===== src/rtl/swap_rf_pkg.sv =====
package swap_rf_pkg;
  // Strobes from the control part to the storage part.
  typedef struct packed {
    logic remap;      // alternate low bank selected
  } ctrlStrobes_t;
endpackage


===== src/rtl/swap_rf_ctrl.sv =====
module swap_rf_ctrl
  import swap_rf_pkg::*;
#(
  parameter int XLEN     = 32,
  parameter int MODE_POS = 14   // bit 0 = most significant bit
) (
  input  logic            clk,
  input  logic            rstN,
  input  logic            instMiss,
  input  logic            loadMiss,
  input  logic            storeMiss,
  input  logic            excReturn,
  input  logic            stateWrEn,
  input  logic [XLEN-1:0] stateWrData,
  output logic [XLEN-1:0] stateQ,
  output ctrlStrobes_t    ctrlOut
);
  localparam int MODE_IDX = XLEN - 1 - MODE_POS;

  logic            missAny;
  logic [XLEN-1:0] stateD;

  assign missAny = instMiss | loadMiss | storeMiss;

  // Lowest priority first, highest last.
  always_comb begin
    stateD = stateQ;
    if (stateWrEn) stateD = stateWrData;
    if (excReturn) stateD[MODE_IDX] = 1'b0;
    if (missAny)   stateD[MODE_IDX] = 1'b1;
  end

  always_ff @(posedge clk or negedge rstN) begin
    if (!rstN) stateQ <= '0;
    else       stateQ <= stateD;
  end

  assign ctrlOut.remap = stateQ[MODE_IDX];

  p_miss_sets_r4: assert property (@(posedge clk) disable iff (!rstN)
    missAny |=> ctrlOut.remap);
  p_return_clears_r5: assert property (@(posedge clk) disable iff (!rstN)
    (excReturn && !missAny) |=> !ctrlOut.remap);
  p_entry_wins_r6: assert property (@(posedge clk) disable iff (!rstN)
    (missAny && excReturn && stateWrEn && !stateWrData[MODE_IDX]) |=> ctrlOut.remap);
  p_word_loads_r7: assert property (@(posedge clk) disable iff (!rstN)
    (stateWrEn && !missAny && !excReturn) |=> stateQ == $past(stateWrData));
  p_quiet_hold_r8: assert property (@(posedge clk) disable iff (!rstN)
    (!stateWrEn && !missAny && !excReturn) |=> $stable(stateQ));
endmodule


===== src/rtl/swap_rf_dp.sv =====
module swap_rf_dp
  import swap_rf_pkg::*;
#(
  parameter int XLEN    = 32,
  parameter int NREG    = 32,
  parameter int NSHADOW = 4,
  parameter int NRD     = 2
) (
  input  logic                              clk,
  input  logic                              rstN,
  input  ctrlStrobes_t                      ctrlIn,
  input  logic [NRD-1:0][$clog2(NREG)-1:0]  rdAddr,
  output logic [NRD-1:0][XLEN-1:0]          rdData,
  output logic [NRD-1:0]                    rdIllegal,
  input  logic                              wrEn,
  input  logic [$clog2(NREG)-1:0]           wrAddr,
  input  logic [XLEN-1:0]                   wrData,
  output logic                              wrIllegal
);
  localparam int AW = $clog2(NREG);
  localparam int SW = $clog2(NSHADOW);
  localparam logic [AW-1:0] LOW_LIMIT = AW'(NSHADOW);

  logic [XLEN-1:0] normMem [NREG];
  logic [XLEN-1:0] shadMem [NSHADOW];

  logic wrLow, wrNorm, wrShad, wrLive;

  assign wrLow     = wrAddr < LOW_LIMIT;
  assign wrIllegal = wrEn && ctrlIn.remap && !wrLow;
  assign wrNorm    = wrEn && !ctrlIn.remap;
  assign wrShad    = wrEn && ctrlIn.remap && wrLow;
  assign wrLive    = wrNorm || wrShad;

  always_ff @(posedge clk or negedge rstN) begin
    if (!rstN) begin
      for (int i = 0; i < NREG; i++)    normMem[i] <= '0;
      for (int j = 0; j < NSHADOW; j++) shadMem[j] <= '0;
    end else begin
      if (wrNorm) normMem[wrAddr] <= wrData;
      if (wrShad) shadMem[wrAddr[SW-1:0]] <= wrData;
    end
  end

  for (genvar p = 0; p < NRD; p++) begin : g_rd
    logic rdLow;
    assign rdLow = rdAddr[p] < LOW_LIMIT;
    always_comb begin
      rdIllegal[p] = ctrlIn.remap && !rdLow;
      if (rdIllegal[p])                     rdData[p] = '0;
      else if (wrLive && wrAddr == rdAddr[p]) rdData[p] = wrData;
      else if (ctrlIn.remap)                rdData[p] = shadMem[rdAddr[p][SW-1:0]];
      else                                  rdData[p] = normMem[rdAddr[p]];
    end
    p_illegal_reads_zero_r3: assert property (@(posedge clk) disable iff (!rstN)
      rdIllegal[p] |-> rdData[p] == '0);
  end

  for (genvar i = 0; i < NSHADOW; i++) begin : g_guard
    p_normal_frozen_r2: assert property (@(posedge clk) disable iff (!rstN)
      ctrlIn.remap |=> $stable(normMem[i]));
    p_shadow_frozen_r1: assert property (@(posedge clk) disable iff (!rstN)
      !ctrlIn.remap |=> $stable(shadMem[i]));
  end

  p_dropped_write_r3: assert property (@(posedge clk) disable iff (!rstN)
    wrIllegal |-> !wrLive);
endmodule


===== src/rtl/swap_regfile.sv =====
module swap_regfile
  import swap_rf_pkg::*;
#(
  parameter int XLEN     = 32,
  parameter int NREG     = 32,
  parameter int NSHADOW  = 4,
  parameter int MODE_POS = 14
) (
  input  logic                    clk,
  input  logic                    rstN,
  input  logic [$clog2(NREG)-1:0] rdAddrA,
  output logic [XLEN-1:0]         rdDataA,
  output logic                    rdIllegalA,
  input  logic [$clog2(NREG)-1:0] rdAddrB,
  output logic [XLEN-1:0]         rdDataB,
  output logic                    rdIllegalB,
  input  logic                    wrEn,
  input  logic [$clog2(NREG)-1:0] wrAddr,
  input  logic [XLEN-1:0]         wrData,
  output logic                    wrIllegal,
  input  logic                    instMiss,
  input  logic                    loadMiss,
  input  logic                    storeMiss,
  input  logic                    excReturn,
  input  logic                    stateWrEn,
  input  logic [XLEN-1:0]         stateWrData,
  output logic [XLEN-1:0]         stateRdData,
  output logic                    remapMode
);
  localparam int AW = $clog2(NREG);

  ctrlStrobes_t             ctrlBus;
  logic [1:0][AW-1:0]       rdAddrVec;
  logic [1:0][XLEN-1:0]     rdDataVec;
  logic [1:0]               rdIllVec;

  assign rdAddrVec  = {rdAddrB, rdAddrA};
  assign rdDataA    = rdDataVec[0];
  assign rdDataB    = rdDataVec[1];
  assign rdIllegalA = rdIllVec[0];
  assign rdIllegalB = rdIllVec[1];
  assign remapMode  = ctrlBus.remap;

  swap_rf_ctrl #(.XLEN(XLEN), .MODE_POS(MODE_POS)) ctrl_i (
    .clk(clk), .rstN(rstN),
    .instMiss(instMiss), .loadMiss(loadMiss), .storeMiss(storeMiss),
    .excReturn(excReturn), .stateWrEn(stateWrEn), .stateWrData(stateWrData),
    .stateQ(stateRdData), .ctrlOut(ctrlBus)
  );

  swap_rf_dp #(.XLEN(XLEN), .NREG(NREG), .NSHADOW(NSHADOW), .NRD(2)) dp_i (
    .clk(clk), .rstN(rstN), .ctrlIn(ctrlBus),
    .rdAddr(rdAddrVec), .rdData(rdDataVec), .rdIllegal(rdIllVec),
    .wrEn(wrEn), .wrAddr(wrAddr), .wrData(wrData), .wrIllegal(wrIllegal)
  );

  p_reset_clear_r10: assert property (@(posedge clk)
    $rose(rstN) |-> (stateRdData == '0));
endmodule


===== config.mk =====
export PLATFORM = sky130hd
export DESIGN_NAME = swap_regfile
export DESIGN_NICKNAME = d
export VERILOG_FILES = /design/src/rtl/swap_rf_pkg.sv /design/src/rtl/swap_rf_ctrl.sv /design/src/rtl/swap_rf_dp.sv /design/src/rtl/swap_regfile.sv
export SDC_FILE = /design/constraint.sdc
export NUM_CORES = 2
export LEC_CHECK = 0
export BUFFER_PORTS_ARGS = -buffer_cell sky130_fd_sc_hd__buf_4
export CORE_UTILIZATION = 55
export DETAILED_ROUTE_END_ITERATION = 8
export PLACE_DENSITY = 0.8
export SLEW_MARGIN = 20
export SYNTH_ARGS = -nofsm -noshare
export SYNTH_HDL_FRONTEND = slang
export SYNTH_HIERARCHICAL = 1
export SYNTH_SLANG_ARGS = --single-unit

===== constraint.sdc =====
create_clock -name clk -period 6.15 [get_ports clk]
set_clock_uncertainty 0.1 [all_clocks]
set_input_delay 0 -clock clk [delete_from_list [all_inputs] [get_ports clk]]
set_output_delay 0 -clock clk [all_outputs]
set_load 0.005 [all_outputs]

==> reports/metrics.json <==
{
  "placed_design": {
    "gp_congestion": 0.890,
    "pre_cts_slack_ps": 2430,
    "placed_cell_area_um2": 65100,
    "dp_hpwl_mm": 114,
    "portBuffers": 186
  },
  "timing": {
    "holdWs_ps": 68.0,
    "report.final.slew_viol_count": 0,
    "final-setup-viol-count": 0,
    "timing.final.crit_share": 0.738,
    "max-slew-margin-rel": 0.206,
    "worst_slack_ps": 1610,
    "max_freq_mhz": 220,
    "timing_hold_violations_final": 0,
    "rsz_0062_raised_after_global_routing": "false",
    "totalNegativeSetupSlack_ps": 0,
    "post-route-min-period_ps": 4540,
    "tightest_slew_ps": 1190
  },
  "synthesis": {
    "netlist_area_um2": 62800,
    "synth_top_family_by_area": "multiplexers",
    "synth.yosys.warnings": 6,
    "synth_adder_area_share": 0,
    "syn-instance-count": 4086,
    "synth_area_in_compound_gates": 0.0423,
    "seq_area_frac_synth": 0.472,
    "yosys.area_share.simple": 0.0261,
    "synth.area.top_cells": "dfrtp_1, mux4_2, mux2_2",
    "postSynthAreaPerCell_um2": 15.4,
    "synth_edf_count": 0,
    "mappedNetlistNets": 4173,
    "post-synth-top-area-cell": "dfrtp_1",
    "post_synth_xor_xnor_area": 0.00140,
    "synth.distinct_cells": 62,
    "postSynth.topFlopCell": "dfrtp_1",
    "postSynth.asyncResetShare": 1.00,
    "register_bit_total_from_synthesis": 1184,
    "netlist.area_leader.share": 0.472,
    "yosys-mux-area-fraction": 0.425
  },
  "routing": {
    "wl_per_cell_um": 34.9,
    "detail-route-antenna-nets": 0,
    "routed_wl_mm": 202,
    "drc": 0,
    "detail_route.first_pass.iterations": 7,
    "first_iter_violations": 5503,
    "vias": 42200,
    "avgViaCountPerCell": 7.29
  },
  "flow_run": {
    "cap_viol_max_count": 0
  },
  "floorplan": {
    "floorplan.die.height_um": 340,
    "fp.dieW_um": 340,
    "placementRows": 123,
    "core_area_um2": 113000,
    "io-pin-count": 187,
    "floorplan.initialDensity": 0.557,
    "floorplan.die_area_um2": 116000
  },
  "power": {
    "power.density_cell_area_nw_per_um2": 267,
    "irDropWorstVdd_uv": 254,
    "power_leakage_nw": 32.3,
    "totalPowerFinal_w": 0.0189
  },
  "global_route": {
    "global_routing_usage_summed_across_all_routing_layers": 0.352,
    "pin_count_of_the_biggest_net_entering_global_routing": 173,
    "global_route.overflow_total": 0,
    "first_global_vias": 43500,
    "grt_first_pass_wirelength_mm": 298,
    "antenna_found_initial": 13
  },
  "clock_tree": {
    "clk_pin_slew_worst_paths_ps": 70,
    "cts_tree": "done",
    "cts_sinks": 1184,
    "cts.repair_timing.setup_buffer_count": 0,
    "htree_levels": 3,
    "ctsHoldBuffers": 137,
    "root_buffer": "clkbuf_16",
    "cts_repair_resize_count": 0,
    "clock_insertion_delay_at_the_later_pin_of_the_skew_report_ps": 740,
    "cts-root-to-sink-buffers": 3,
    "cts_inserted_buffers": 121
  },
  "setup_path": {
    "data_required_time_at_the_worst_endpoint_ps": 6050,
    "slowest_stage": "a211oi_1",
    "critical_path_class": "register to output port",
    "critical_path_peak_fanout": 20,
    "reg2reg_depth": 6,
    "critPathTopFamily": "compound AO/OA/AOI/OAI gates",
    "arrival_ps": 4440,
    "timing.critical_path.to_type": "output port",
    "critPathLaunchType": "register",
    "timing.critical_path.buf_inv": 2,
    "crit_path_max_incr_delay_ps": 830,
    "worstSetupPathDepth": 6,
    "path_cells": "inv_2, o21ai_2, or3_1, o21ai_0, a211oi_1, buf_4"
  },
  "outcome": {
    "result_of_the_run": "complete, no violations"
  },
  "worst_hold_path": {
    "min-delay-path-class": "input port to register",
    "timing.hold.worst_path_depth": 4
  },
  "final_layout": {
    "post_route_cells_drive_above_1_share": 0.529,
    "final_net_count": 4258,
    "layout.cell_area.non_filler_um2": 71000,
    "layout-area-overhead-vs-synth_pct": 13.1
  }
}
==> placed cells by master, fill, tap and decap left out, types with 32 or more instances in the layout <==
cell	netlist	routed
dfrtp_1	1184	1183
dlygate4sd3_1	0	136
buf_4	21	258
mux4_2	566	566
a211oi_1	52	52
nor4_1	46	46
o22ai_1	78	78
a221o_1	44	44
mux2i_1	53	53
nor2b_1	75	75
mux2_2	1124	1124
clkbuf_8	0	32
clkbuf_16	0	127
==> per-layer routing <==
| layer | GRT usage | vias up | wire (µm) |
|---|---|---|---|
| met3 | 0.116 | 762 | 24800 |
| met5 | 0.00368 | - | 161 |
| li1 | - | 16200 | - |
| met4 | 0.180 | 19 | 12100 |
| met1 | 0.460 | 22400 | 72600 |
| met2 | 0.527 | 2802 | 92000 |
==> cells by family (layout without fill, tap and decap cells) <==
kind of cell,Yosys count,count (layout)
other,0,7
AOI/OAI and AO/OA,340,340
and+or+nand+nor,292,292
buffers and inverters,458,645
muxes,1802,1802
xor gates and xnor gates,10,10
DFF,1184,1184
==> power by group <==
part / switching [W] / internal (W) / total (W)
Sequential: 0.000326 / 0.00822 / 0.00854
Combinational: 0.00113 / 0.00110 / 0.00223
Clock: 0.00328 / 0.00489 / 0.00817
Total: 0.00473 / 0.0142 / 0.0189
==> worst reg2reg max path, cell delays in order, from the launching register on <==
cell and delay [ps]:
dfrtp_2 640, inv_2 450, nand2_1 230, or3_1 530, nor2_4 880, buf_4 540
mux2_2 410
==> synth_stat cells, types with 4 or more instances <==
cell      count
a221oi_1     11
o31ai_1       7
a22oi_1      20
mux2_1       30
nor4_1       46
a211oi_1     52
a22o_1       18
mux4_2      566
o22a_1       28
or3_1         7
nand2b_1     18
o221ai_1     27
and2_1       12
o211a_1       4
clkbuf_1    214
nor3_1        5
dfrtp_1    1184
buf_2       142
xor2_1        5
nand3_1      16
o22ai_1      78
a221o_1      44
a21oi_1       9
buf_1        69
o21ai_0       9
nand2_1      45
xnor2_1       5
nor2b_1      75
buf_4        21
nand3b_1      6
nor2_1       44
mux2_4       29
a31oi_1      10
buf_6         5
mux2_2     1124
mux2i_1      53
==> state kept, by name, indices dropped and copies added, names as in the netlist <==
register,flops
ctrl_i/stateQ,32
dp_i/normMem,1024
dp_i/shadMem,128
==> cell type report <==
type,instances,area [µm²]
Sequential cell,1184,29600
Inverter,4,15.0
Fill cell,7833,41800
Clock inverter,47,708
Antenna cell,7,17.5
Timing Repair Buffer,416,3730
Tap cell,1500,1880
Multi-Input combinational cell,2444,31300
Clock buffer,178,3690
==> through the flow <==
stage	util	std cells
2_1_floorplan	-	4086
3_3_place_gp	0.577	5409
3_5_place_dp	0.577	5409
4_1_cts	0.629	5771
5_1_grt	0.629	5774
6_report	0.629	5780
==> worst paths after layout <==
| kind | slack (ps) | end | from |
|---|---|---|---|
| worst max-delay path | 1610 | rdDataA[30] | ctrl_i/stateQ[17]$_DFFE_PN0P_ |
| worst min-delay path | 70 | dp_i/normMem[494]$_DFFE_PN0P_ | wrAddr[3] |
| worst max register to register | 2240 | dp_i/normMem[617]$_DFFE_PN0P_ | ctrl_i/stateQ[17]$_DFFE_PN0P_ |
| worst min register to register | 410 | dp_i/normMem[44]$_DFFE_PN0P_ | dp_i/normMem[44]$_DFFE_PN0P_ |
| max in group asynchronous | 4420 | dp_i/normMem[328]$_DFFE_PN0P_ | rstN |
| min in group asynchronous | 550 | dp_i/normMem[462]$_DFFE_PN0P_ | rstN |
Power figures use the tool's default switching activity.
